File: config.mk
export PLATFORM = sky130hd
export DESIGN_NAME = disp_timing_gen
export DESIGN_NICKNAME = d
export VERILOG_FILES = /design/src/rtl/dtg_pkg.sv /design/src/rtl/dtg_regfile.sv /design/src/rtl/dtg_axis.sv /design/src/rtl/disp_timing_gen.sv
export SDC_FILE = /design/constraint.sdc
export NUM_CORES = 1
export LEC_CHECK = 0
export ABC_AREA = 1
export BUFFER_PORTS_ARGS = -buffer_cell sky130_fd_sc_hd__buf_2
export CAP_MARGIN = 40
export CORE_UTILIZATION = 60
export CTS_CLUSTER_DIAMETER = 50
export CTS_CLUSTER_SIZE = 10
export DETAILED_ROUTE_END_ITERATION = 16
export HOLD_SLACK_MARGIN = 0.05
export PLACE_DENSITY = 0.79
export SYNTH_ARGS = -nofsm -noshare
export SYNTH_HDL_FRONTEND = slang
export SYNTH_HIERARCHICAL = 1
export SYNTH_SLANG_ARGS = --single-unit
File: constraint.sdc
create_clock -name clk -period 8.5 [get_ports clk]
set_input_delay 0.425 -clock clk [delete_from_list [all_inputs] [get_ports clk]]
set_output_delay 0.425 -clock clk [all_outputs]
set_load 0.005 [all_outputs]
File: src/rtl/dtg_pkg.sv
package dtg_pkg;
  localparam int SYNC_W  = 8;
  localparam int PORCH_W = 12;
  localparam int ACT_W   = 12;
  localparam int LINES_W = 6;
  localparam int ADDR_W  = 3;
  localparam int CODE_W  = 3;

  localparam logic [ADDR_W-1:0] A_CTRL = 3'd0;
  localparam logic [ADDR_W-1:0] A_HTIM = 3'd1;
  localparam logic [ADDR_W-1:0] A_VTIM = 3'd2;
  localparam logic [ADDR_W-1:0] A_SIZE = 3'd3;
  localparam logic [ADDR_W-1:0] A_POL  = 3'd4;

  typedef struct packed {
    logic               en;
    logic [CODE_W-1:0]  lane_code;
    logic [SYNC_W-1:0]  hsw_m1;
    logic [PORCH_W-1:0] hfp_m1;
    logic [PORCH_W-1:0] hbp_m1;
    logic [SYNC_W-1:0]  vsw_m1;
    logic [PORCH_W-1:0] vfp;
    logic [PORCH_W-1:0] vbp;
    logic [ACT_W-1:0]   hact_m1;
    logic [ACT_W-1:0]   vact_m1;
    logic               inv_vs;
    logic               inv_hs;
    logic               inv_pclk;
    logic               inv_de;
  } dtg_cfg_t;

  function automatic logic [LINES_W-1:0] lines_from_code(input logic [CODE_W-1:0] c);
    case (c)
      3'd0:    return 6'd12;
      3'd1:    return 6'd16;
      3'd2:    return 6'd18;
      3'd3:    return 6'd24;
      3'd4:    return 6'd30;
      3'd5:    return 6'd36;
      default: return 6'd24;
    endcase
  endfunction
endpackage

File: src/rtl/dtg_regfile.sv
module dtg_regfile
  import dtg_pkg::*;
(
  input  logic              clk,
  input  logic              rst_n,
  input  logic              we,
  input  logic [ADDR_W-1:0] addr,
  input  logic [31:0]       wdata,
  output dtg_cfg_t          cfg
);
  always_ff @(posedge clk) begin
    if (!rst_n) begin
      cfg <= '0;
    end else if (we) begin
      case (addr)
        A_CTRL: begin
          cfg.en        <= wdata[0];
          cfg.lane_code <= wdata[10:8];
        end
        A_HTIM: begin
          cfg.hsw_m1 <= wdata[7:0];
          cfg.hfp_m1 <= wdata[19:8];
          cfg.hbp_m1 <= wdata[31:20];
        end
        A_VTIM: begin
          cfg.vsw_m1 <= wdata[7:0];
          cfg.vfp    <= wdata[19:8];
          cfg.vbp    <= wdata[31:20];
        end
        A_SIZE: begin
          cfg.hact_m1 <= wdata[11:0];
          cfg.vact_m1 <= wdata[27:16];
        end
        A_POL: begin
          cfg.inv_vs   <= wdata[12];
          cfg.inv_hs   <= wdata[13];
          cfg.inv_pclk <= wdata[14];
          cfg.inv_de   <= wdata[15];
        end
        default: ;
      endcase
    end
  end
endmodule

File: src/rtl/dtg_axis.sv
module dtg_axis #(
  parameter int SYNC_W       = 8,
  parameter int PORCH_W      = 12,
  parameter int ACT_W        = 12,
  parameter bit PORCH_MINUS1 = 1'b1,
  parameter int CW           = PORCH_W + 3
) (
  input  logic               clk,
  input  logic               rst_n,
  input  logic               en,
  input  logic               step,
  input  logic [SYNC_W-1:0]  sync_m1,
  input  logic [PORCH_W-1:0] bp_f,
  input  logic [PORCH_W-1:0] fp_f,
  input  logic [ACT_W-1:0]   act_m1,
  output logic               wrap,
  output logic               in_sync,
  output logic               in_act,
  output logic [ACT_W-1:0]   coord
);
  logic [CW-1:0] pos_q;
  logic [CW-1:0] sync_len, bp_len, fp_len, act_len;
  logic [CW-1:0] act_start, act_end, last_pos;

  assign sync_len = CW'(sync_m1) + CW'(1);
  assign act_len  = CW'(act_m1) + CW'(1);

  generate
    if (PORCH_MINUS1) begin : g_porch_m1
      assign bp_len = CW'(bp_f) + CW'(1);
      assign fp_len = CW'(fp_f) + CW'(1);
    end else begin : g_porch_plain
      assign bp_len = CW'(bp_f);
      assign fp_len = CW'(fp_f);
    end
  endgenerate

  assign act_start = sync_len + bp_len;
  assign act_end   = act_start + act_len;
  assign last_pos  = act_end + fp_len - CW'(1);

  always_ff @(posedge clk) begin
    if (!rst_n)          pos_q <= '0;
    else if (!en)        pos_q <= '0;
    else if (step) begin
      if (pos_q >= last_pos) pos_q <= '0;
      else                   pos_q <= pos_q + CW'(1);
    end
  end

  assign wrap    = en && step && (pos_q >= last_pos);
  assign in_sync = en && (pos_q < sync_len);
  assign in_act  = en && (pos_q >= act_start) && (pos_q < act_end);
  assign coord   = in_act ? (pos_q[ACT_W-1:0] - act_start[ACT_W-1:0]) : '0;
endmodule

File: src/rtl/disp_timing_gen.sv
module disp_timing_gen
  import dtg_pkg::*;
(
  input  logic               clk,
  input  logic               rst_n,
  input  logic               cfg_we,
  input  logic [ADDR_W-1:0]  cfg_addr,
  input  logic [31:0]        cfg_wdata,
  output logic               hsync,
  output logic               vsync,
  output logic               de,
  output logic [ACT_W-1:0]   pos_x,
  output logic [ACT_W-1:0]   pos_y,
  output logic               pclk_invert,
  output logic [LINES_W-1:0] data_lines
);
  dtg_cfg_t cfg;
  logic h_wrap, h_sync, h_act;
  logic v_wrap_unused, v_sync, v_act;
  logic [ACT_W-1:0] h_crd, v_crd;
  logic de_raw;
  logic en_w, inv_hs_w, inv_vs_w, inv_de_w;
  logic [ACT_W-1:0] hact_m1_w, vact_m1_w;

  dtg_regfile u_regs (
    .clk   (clk),
    .rst_n (rst_n),
    .we    (cfg_we),
    .addr  (cfg_addr),
    .wdata (cfg_wdata),
    .cfg   (cfg)
  );

  dtg_axis #(
    .SYNC_W(SYNC_W), .PORCH_W(PORCH_W), .ACT_W(ACT_W), .PORCH_MINUS1(1'b1)
  ) u_horiz (
    .clk     (clk),
    .rst_n   (rst_n),
    .en      (cfg.en),
    .step    (1'b1),
    .sync_m1 (cfg.hsw_m1),
    .bp_f    (cfg.hbp_m1),
    .fp_f    (cfg.hfp_m1),
    .act_m1  (cfg.hact_m1),
    .wrap    (h_wrap),
    .in_sync (h_sync),
    .in_act  (h_act),
    .coord   (h_crd)
  );

  dtg_axis #(
    .SYNC_W(SYNC_W), .PORCH_W(PORCH_W), .ACT_W(ACT_W), .PORCH_MINUS1(1'b0)
  ) u_vert (
    .clk     (clk),
    .rst_n   (rst_n),
    .en      (cfg.en),
    .step    (h_wrap),
    .sync_m1 (cfg.vsw_m1),
    .bp_f    (cfg.vbp),
    .fp_f    (cfg.vfp),
    .act_m1  (cfg.vact_m1),
    .wrap    (v_wrap_unused),
    .in_sync (v_sync),
    .in_act  (v_act),
    .coord   (v_crd)
  );

  assign de_raw      = h_act & v_act;
  assign hsync       = h_sync ^ cfg.inv_hs;
  assign vsync       = v_sync ^ cfg.inv_vs;
  assign de          = de_raw ^ cfg.inv_de;
  assign pos_x       = de_raw ? h_crd : '0;
  assign pos_y       = de_raw ? v_crd : '0;
  assign pclk_invert = cfg.inv_pclk;
  assign data_lines  = lines_from_code(cfg.lane_code);

  assign en_w      = cfg.en;
  assign inv_hs_w  = cfg.inv_hs;
  assign inv_vs_w  = cfg.inv_vs;
  assign inv_de_w  = cfg.inv_de;
  assign hact_m1_w = cfg.hact_m1;
  assign vact_m1_w = cfg.vact_m1;
endmodule

* Word-level counts from Yosys, hierarchy flattened
Cells that the tools add are included.
** Word-level totals
- Output and inout bits :: 34
- Register bits after elaboration :: 126
** Cells by class
- Eq/ne operators :: 8
- Reduce and logical (&&, ||, !) cells :: 16
- Multiplexer cells :: 6
- Bitwise gates (word level) :: 6
- Add/subtract/negate cells :: 18
- $lt $le $gt $ge :: 8
** Operators by type and width (count)
- 15-bit adder :: 4
- 15-bit greater-or-equal comparator :: 4
- 15-bit < comparator :: 4
- 12-bit by 1-bit adder with 13-bit output (second input constant) :: 4
- 12-bit 2-to-1 mux :: 4
- 15-bit by 1-bit adder with 15-bit output (second input constant) :: 2
- 15-bit by 12-bit adder with 15-bit output :: 2
- 6-bit one-hot mux with 5 select lines :: 1
- 15-bit by 1-bit subtractor with 15-bit output (second input constant) :: 2
- 12-bit subtractor :: 2
- 8-bit by 1-bit adder with 9-bit output (second input constant) :: 2
- 15-bit 2-to-1 mux :: 1
- 2-bit AND reduction :: 6
- 3-bit by 2-bit == test with 1-bit output (second input constant) :: 3
- 3-bit == test (second input constant) :: 3
- 1-bit logical AND :: 7
- 3-bit by 1-bit == test with 1-bit output (second input constant) :: 2
- 3-bit zero test :: 2
- 3-bit OR reduction :: 1
- 1-bit bitwise XOR :: 3
- 1-bit inverter :: 2
- 1-bit bitwise AND :: 1

* Depth between registers and ports, before layout
- Depth in word-level cells :: 7
- Depth in mapped cells :: 49

* Cells and area by module
Netlist, hierarchy kept.
** Modules (own cells, without submodules)
- dtg_axis at u_vert :: cells an instance 667, area an instance 4334.2 µm², times used 1
- dtg_axis at u_horiz :: cells an instance 671, area an instance 4264.1 µm², times used 1
- dtg_regfile :: cells an instance 570, area an instance 3883.7 µm², times used 1
- disp_timing_gen :: cells an instance 74, area an instance 316.6 µm², times used 1

* Worst setup path after synthesis
Ideal clock, no wire load.
- Kind :: register -> register
- Start point :: register, netlist name u_regs/cfg[84]
- End point :: register u_vert.pos_q[13]
- Cell stages (with the launch flop) :: 44
- Required time :: 8.383 ns
- Path buffers :: 0
- Period minus slack after synthesis :: 5.920 ns
- Data arrival time :: 5.803 ns
- Setup slack :: 2.580 ns
- Setup time :: 0.117 ns
- Path through :: dfxtp_1 -> ha_1 -> nand3_1 -> xor2_1 -> inv_1 -> ha_1 -> a21oi_1 -> o21ai_1 -> a21o_1 -> xor2_1 -> inv_1 -> ha_1 -> nand2_1 -> inv_1 -> nand2_1 -> nand2_1 -> a21oi_1 -> o21ai_1 -> (+8 left out) -> nand3_1 -> nand4_1 -> ha_1 -> nand2_1 -> nor4_1 -> nand2_1 -> nand3_1 -> nand3_1 -> inv_1 -> inv_1 -> nor2_1 -> nand3_1 -> nor2_1 -> nand2_1 -> nor2_1 -> nand2_1 -> o22ai_1 -> nor2_1
** Between the ends
- Cells in the longest elaborated chain, start to end :: 7
** Ends and longest elaborated chain
- 8-bit by 1-bit adder with 9-bit output :: RTL line dtg_axis.sv:25 : assign sync_len = CW'(sync_m1) + CW'(1);
- 15-bit adder :: RTL line dtg_axis.sv:38 : assign act_start = sync_len + bp_len;
- 15-bit adder :: RTL line dtg_axis.sv:39 : assign act_end = act_start + act_len;
- 15-bit adder :: RTL line dtg_axis.sv:40 : assign last_pos = act_end + fp_len - CW'(1);
- 15-bit by 1-bit subtractor with 15-bit output :: RTL line dtg_axis.sv:40
- 15-bit greater-or-equal comparator :: RTL line dtg_axis.sv:51 : assign wrap = en && step && (pos_q >= last_pos);
- 1-bit logical AND :: RTL line dtg_axis.sv:51
- via h_wrap :: RTL line disp_timing_gen.sv:18 : logic h_wrap, h_sync, h_act;
- to (signal assigned) :: RTL line dtg_axis.sv:47 : else pos_q <= pos_q + CW'(1);
- to (decl) :: RTL line dtg_axis.sv:21 : logic [CW-1:0] pos_q;
The timed path passes the listed nets, and every way through them passes these cells.
A chain may end at the register's enable or synchronous reset.

* Worst setup path after layout
- Start point :: register, netlist name u_regs/cfg[84]
- End point :: register u_vert.pos_q[14]
** Between the ends
- Cells in the longest elaborated chain, start to end :: 7
** Ends and longest elaborated chain (RTL line)
- 8-bit by 1-bit adder with 9-bit output :: dtg_axis.sv:25
- 15-bit adder :: dtg_axis.sv:38
- 15-bit adder :: dtg_axis.sv:39
- 15-bit adder :: dtg_axis.sv:40
- 15-bit by 1-bit subtractor with 15-bit output :: dtg_axis.sv:40
- 15-bit greater-or-equal comparator :: dtg_axis.sv:51
- 1-bit logical AND :: dtg_axis.sv:51
- via h_wrap :: disp_timing_gen.sv:18
The timed path passes the listed nets, and every way through them passes these cells.

==> summary.json <==
{
  "run_status": {
    "result_of_the_run": "complete, no violations"
  },
  "sta": {
    "maxSlewHeadroom_pct": 41.2,
    "worst-slew-pin-transition_ns": 0.881,
    "finalMaxSlewViolations": 0,
    "final.hold.worst_slack_ns": 0.365,
    "total_negative_slack_ns": 0,
    "timing.final.hold_violations": 0,
    "min_period_ns": 7.53,
    "worst_setup_skew_after_layout_ns": 0.0126,
    "finalSetupViolations": 0,
    "fmax_mhz": 133,
    "grt_setup_unrepaired": "no",
    "timing.final.crit_share_pct": 88.6
  },
  "finish": {
    "final_net_count": 2258,
    "fill_cells": 2009,
    "antenna_cells": 0,
    "fin_util_pct": 66.3,
    "layoutNonFillerInstCount": 2319,
    "ratio_of_cells_with_drive_above_1_in_the_final_layout_pct": 9.30,
    "area_delta_synth_final_pct": 8.64
  },
  "power_and_ir_drop": {
    "switching_power_mw": 0.686,
    "power.static_leakage_nw": 7.25,
    "power_density_mw_per_mm2": 139,
    "internal_power_mw": 1.24,
    "clock_power_share_pct": 37.9,
    "worst_vdd_drop_uv": 146,
    "combPwrFrac_pct": 29.7,
    "netSwitchingFraction_pct": 35.6,
    "pwr-share-seq_pct": 32.4
  },
  "die": {
    "initial_core_util_pct": 61.0,
    "floorplan.rows": 53,
    "die-width_um": 148,
    "fp.dieArea_mm2": 0.0219,
    "total_core_area_mm2": 0.0210,
    "pin_count": 72,
    "dieHeight_um": 148
  },
  "placed_design": {
    "place.detailed.hpwl_mm": 28.7,
    "place.detailed.instances": 2287,
    "gpl.final_weighted_congestion": 0.937,
    "port_buffers": 70
  },
  "global_routing": {
    "first_global_vias": 11300,
    "number_of_antenna_violations_at_the_first_check_in_global_routing": 0,
    "largest_net_degree_at_the_start_of_global_routing": 97,
    "grt_first_pass_wirelength_mm": 57.3,
    "grt_use_total_pct": 33.4,
    "grt_overflow": 0
  },
  "worst_setup_path": {
    "critical_path.slowest_cell": "dfxtp_1",
    "worst-endpoint-required_ns": 8.79,
    "timing.reg2reg.setup_slack_ns": 0.97,
    "endpoint_kind": "flip-flop",
    "critical-path-top-cell-by-count": "nand2_1",
    "worst-path-max-fanout": 5,
    "timing_worst_setup_path_type": "flip-flop to flip-flop",
    "critical_path.max_stage_delay_ns": 0.44,
    "critPathArrivalTime_ns": 7.82,
    "startpoint_type": "flip-flop"
  },
  "drt": {
    "route.final.wire_length_mm": 36.1,
    "detail_route.wl_per_cell_um": 15.6,
    "viasPerCell": 5.53,
    "remaining_drc_errors": 0,
    "vias": 12800,
    "first_iter_violations": 1095,
    "drt.antenna.violating_nets": 0,
    "detailed_routing_iteration_count_for_the_pre_antenna_repair_pass": 6
  },
  "clock_tree": {
    "cts_setup_buffers": 0,
    "cts_resized": 0,
    "cts_tree": "done",
    "clock_tree.htree_level_count": 4,
    "clock_insertion_delay_worst_skew_ns": 0.43,
    "cts-hold-fix-buffers": 0,
    "clk_slew_on_worst_s_h_paths_ns": 0.06,
    "numClockSinks": 126,
    "cts_buffers": 17,
    "clk_root_buffer_cell": "clkbuf_16",
    "max-clock-path-buffers": 2
  },
  "flow_run": {
    "cap_viol_max_count": 0
  },
  "yosys": {
    "synthesis.yosys.warnings": 6,
    "synth.cell_area_mm2": 0.0128,
    "post_synth_inst_count": 1980,
    "syn_area_per_cell_um2": 6.46,
    "syn_nets": 2207
  },
  "worst_hold_path": {
    "hold_class": "input pin to flip-flop"
  }
}
## power groups by stage
stage / Clock, mW / Sequential (mW) / Combinational (mW)
detailed placement: 0 / 0.637 / 0.558
global placement: 0 / 0.636 / 0.541
finish: 0.731 / 0.624 / 0.573
global route: 0.766 / 0.626 / 0.637
CTS: 0.738 / 0.624 / 0.564
floorplan: 0 / 0.629 / 0.430
## worst max-delay path, delay by kind of cell, from the launching register on
| kind | cells | cell delay (ns) |
|---|---|---|
| and+or+nand+nor | 24 | 3.29 |
| adders and majority gates | 5 | 1.58 |
| AOI/OAI and AO/OA | 5 | 0.88 |
| xor gates and xnor gates | 3 | 0.72 |
| buffers and inverters | 5 | 0.52 |
| DFF | 1 | 0.44 |
## cell type report
| class | instances | area (µm²) | share of cell area [%] |
|---|---|---|---|
| Sequential cell | 126 | 2520 | 18.2 |
| Timing Repair Buffer | 78 | 438 | 3.15 |
| Clock buffer | 18 | 439 | 3.16 |
| Inverter | 295 | 1110 | 7.99 |
| Tap cell | 275 | 344 | 2.48 |
| Multi-Input combinational cell | 1513 | 8890 | 64.0 |
| Clock inverter | 14 | 149 | 1.07 |
## registers in the layout, indices dropped and copies added, names as in the netlist
signal / count
u_regs/cfg: 96
u_vert/pos_q: 15
u_horiz/pos_q: 15
## metrics by stage
step | power [mW] | instance area, µm² | setup WS (ns)
2_1_floorplan | 1.06 | 12800 | 2.60
3_3_place_gp | 1.18 | 13300 | 1.22
3_5_place_dp | 1.19 | 13300 | 1.15
4_1_cts | 1.93 | 13900 | 1.14
5_1_grt | 2.03 | 13900 | 0.290
6_report | 1.93 | 13900 | 0.967
## path summary, 6_finish.rpt
kind              cells after the start                       endpoint                         from
setup reg to reg                     42  u_vert/pos_q[14]$_SDFFE_PN0P_  u_regs/cfg[84]$_SDFFE_PN0P_
hold / removal                        5    u_regs/cfg[61]$_SDFFE_PN0P_                cfg_wdata[21]
hold reg to reg                       2    u_regs/cfg[16]$_SDFFE_PN0P_  u_regs/cfg[16]$_SDFFE_PN0P_
setup / recovery                     42  u_vert/pos_q[14]$_SDFFE_PN0P_  u_regs/cfg[84]$_SDFFE_PN0P_
## per-layer routing
metal | up-vias | share of wire [%] | GRT usage, %
met5 | - | 0 | 0
met1 | 5785 | 47 | 48.7
met2 | 536 | 42 | 50.0
met3 | 73 | 8.4 | 4.60
li1 | 6421 | - | -
met4 | 0 | 2.5 | 10.9
## placed cells by master (no fill, tap or decap), types with 10 or more instances in the layout
| master | count |
|---|---|
| nand3_1 | 176 |
| nand4_1 | 28 |
| a21oi_1 | 103 |
| o21ai_0 | 27 |
| nand2_1 | 423 |
| nand2_2 | 13 |
| nor3_1 | 11 |
| xor2_1 | 69 |
| xnor2_1 | 38 |
| nor2_4 | 10 |
| dfxtp_1 | 126 |
| ha_1 | 181 |
| buf_2 | 70 |
| inv_1 | 282 |
| clkbuf_16 | 17 |
| inv_2 | 11 |
| nor2_1 | 321 |
| nor2_2 | 21 |
No activity file was read; power rests on OpenSTA's default activity.
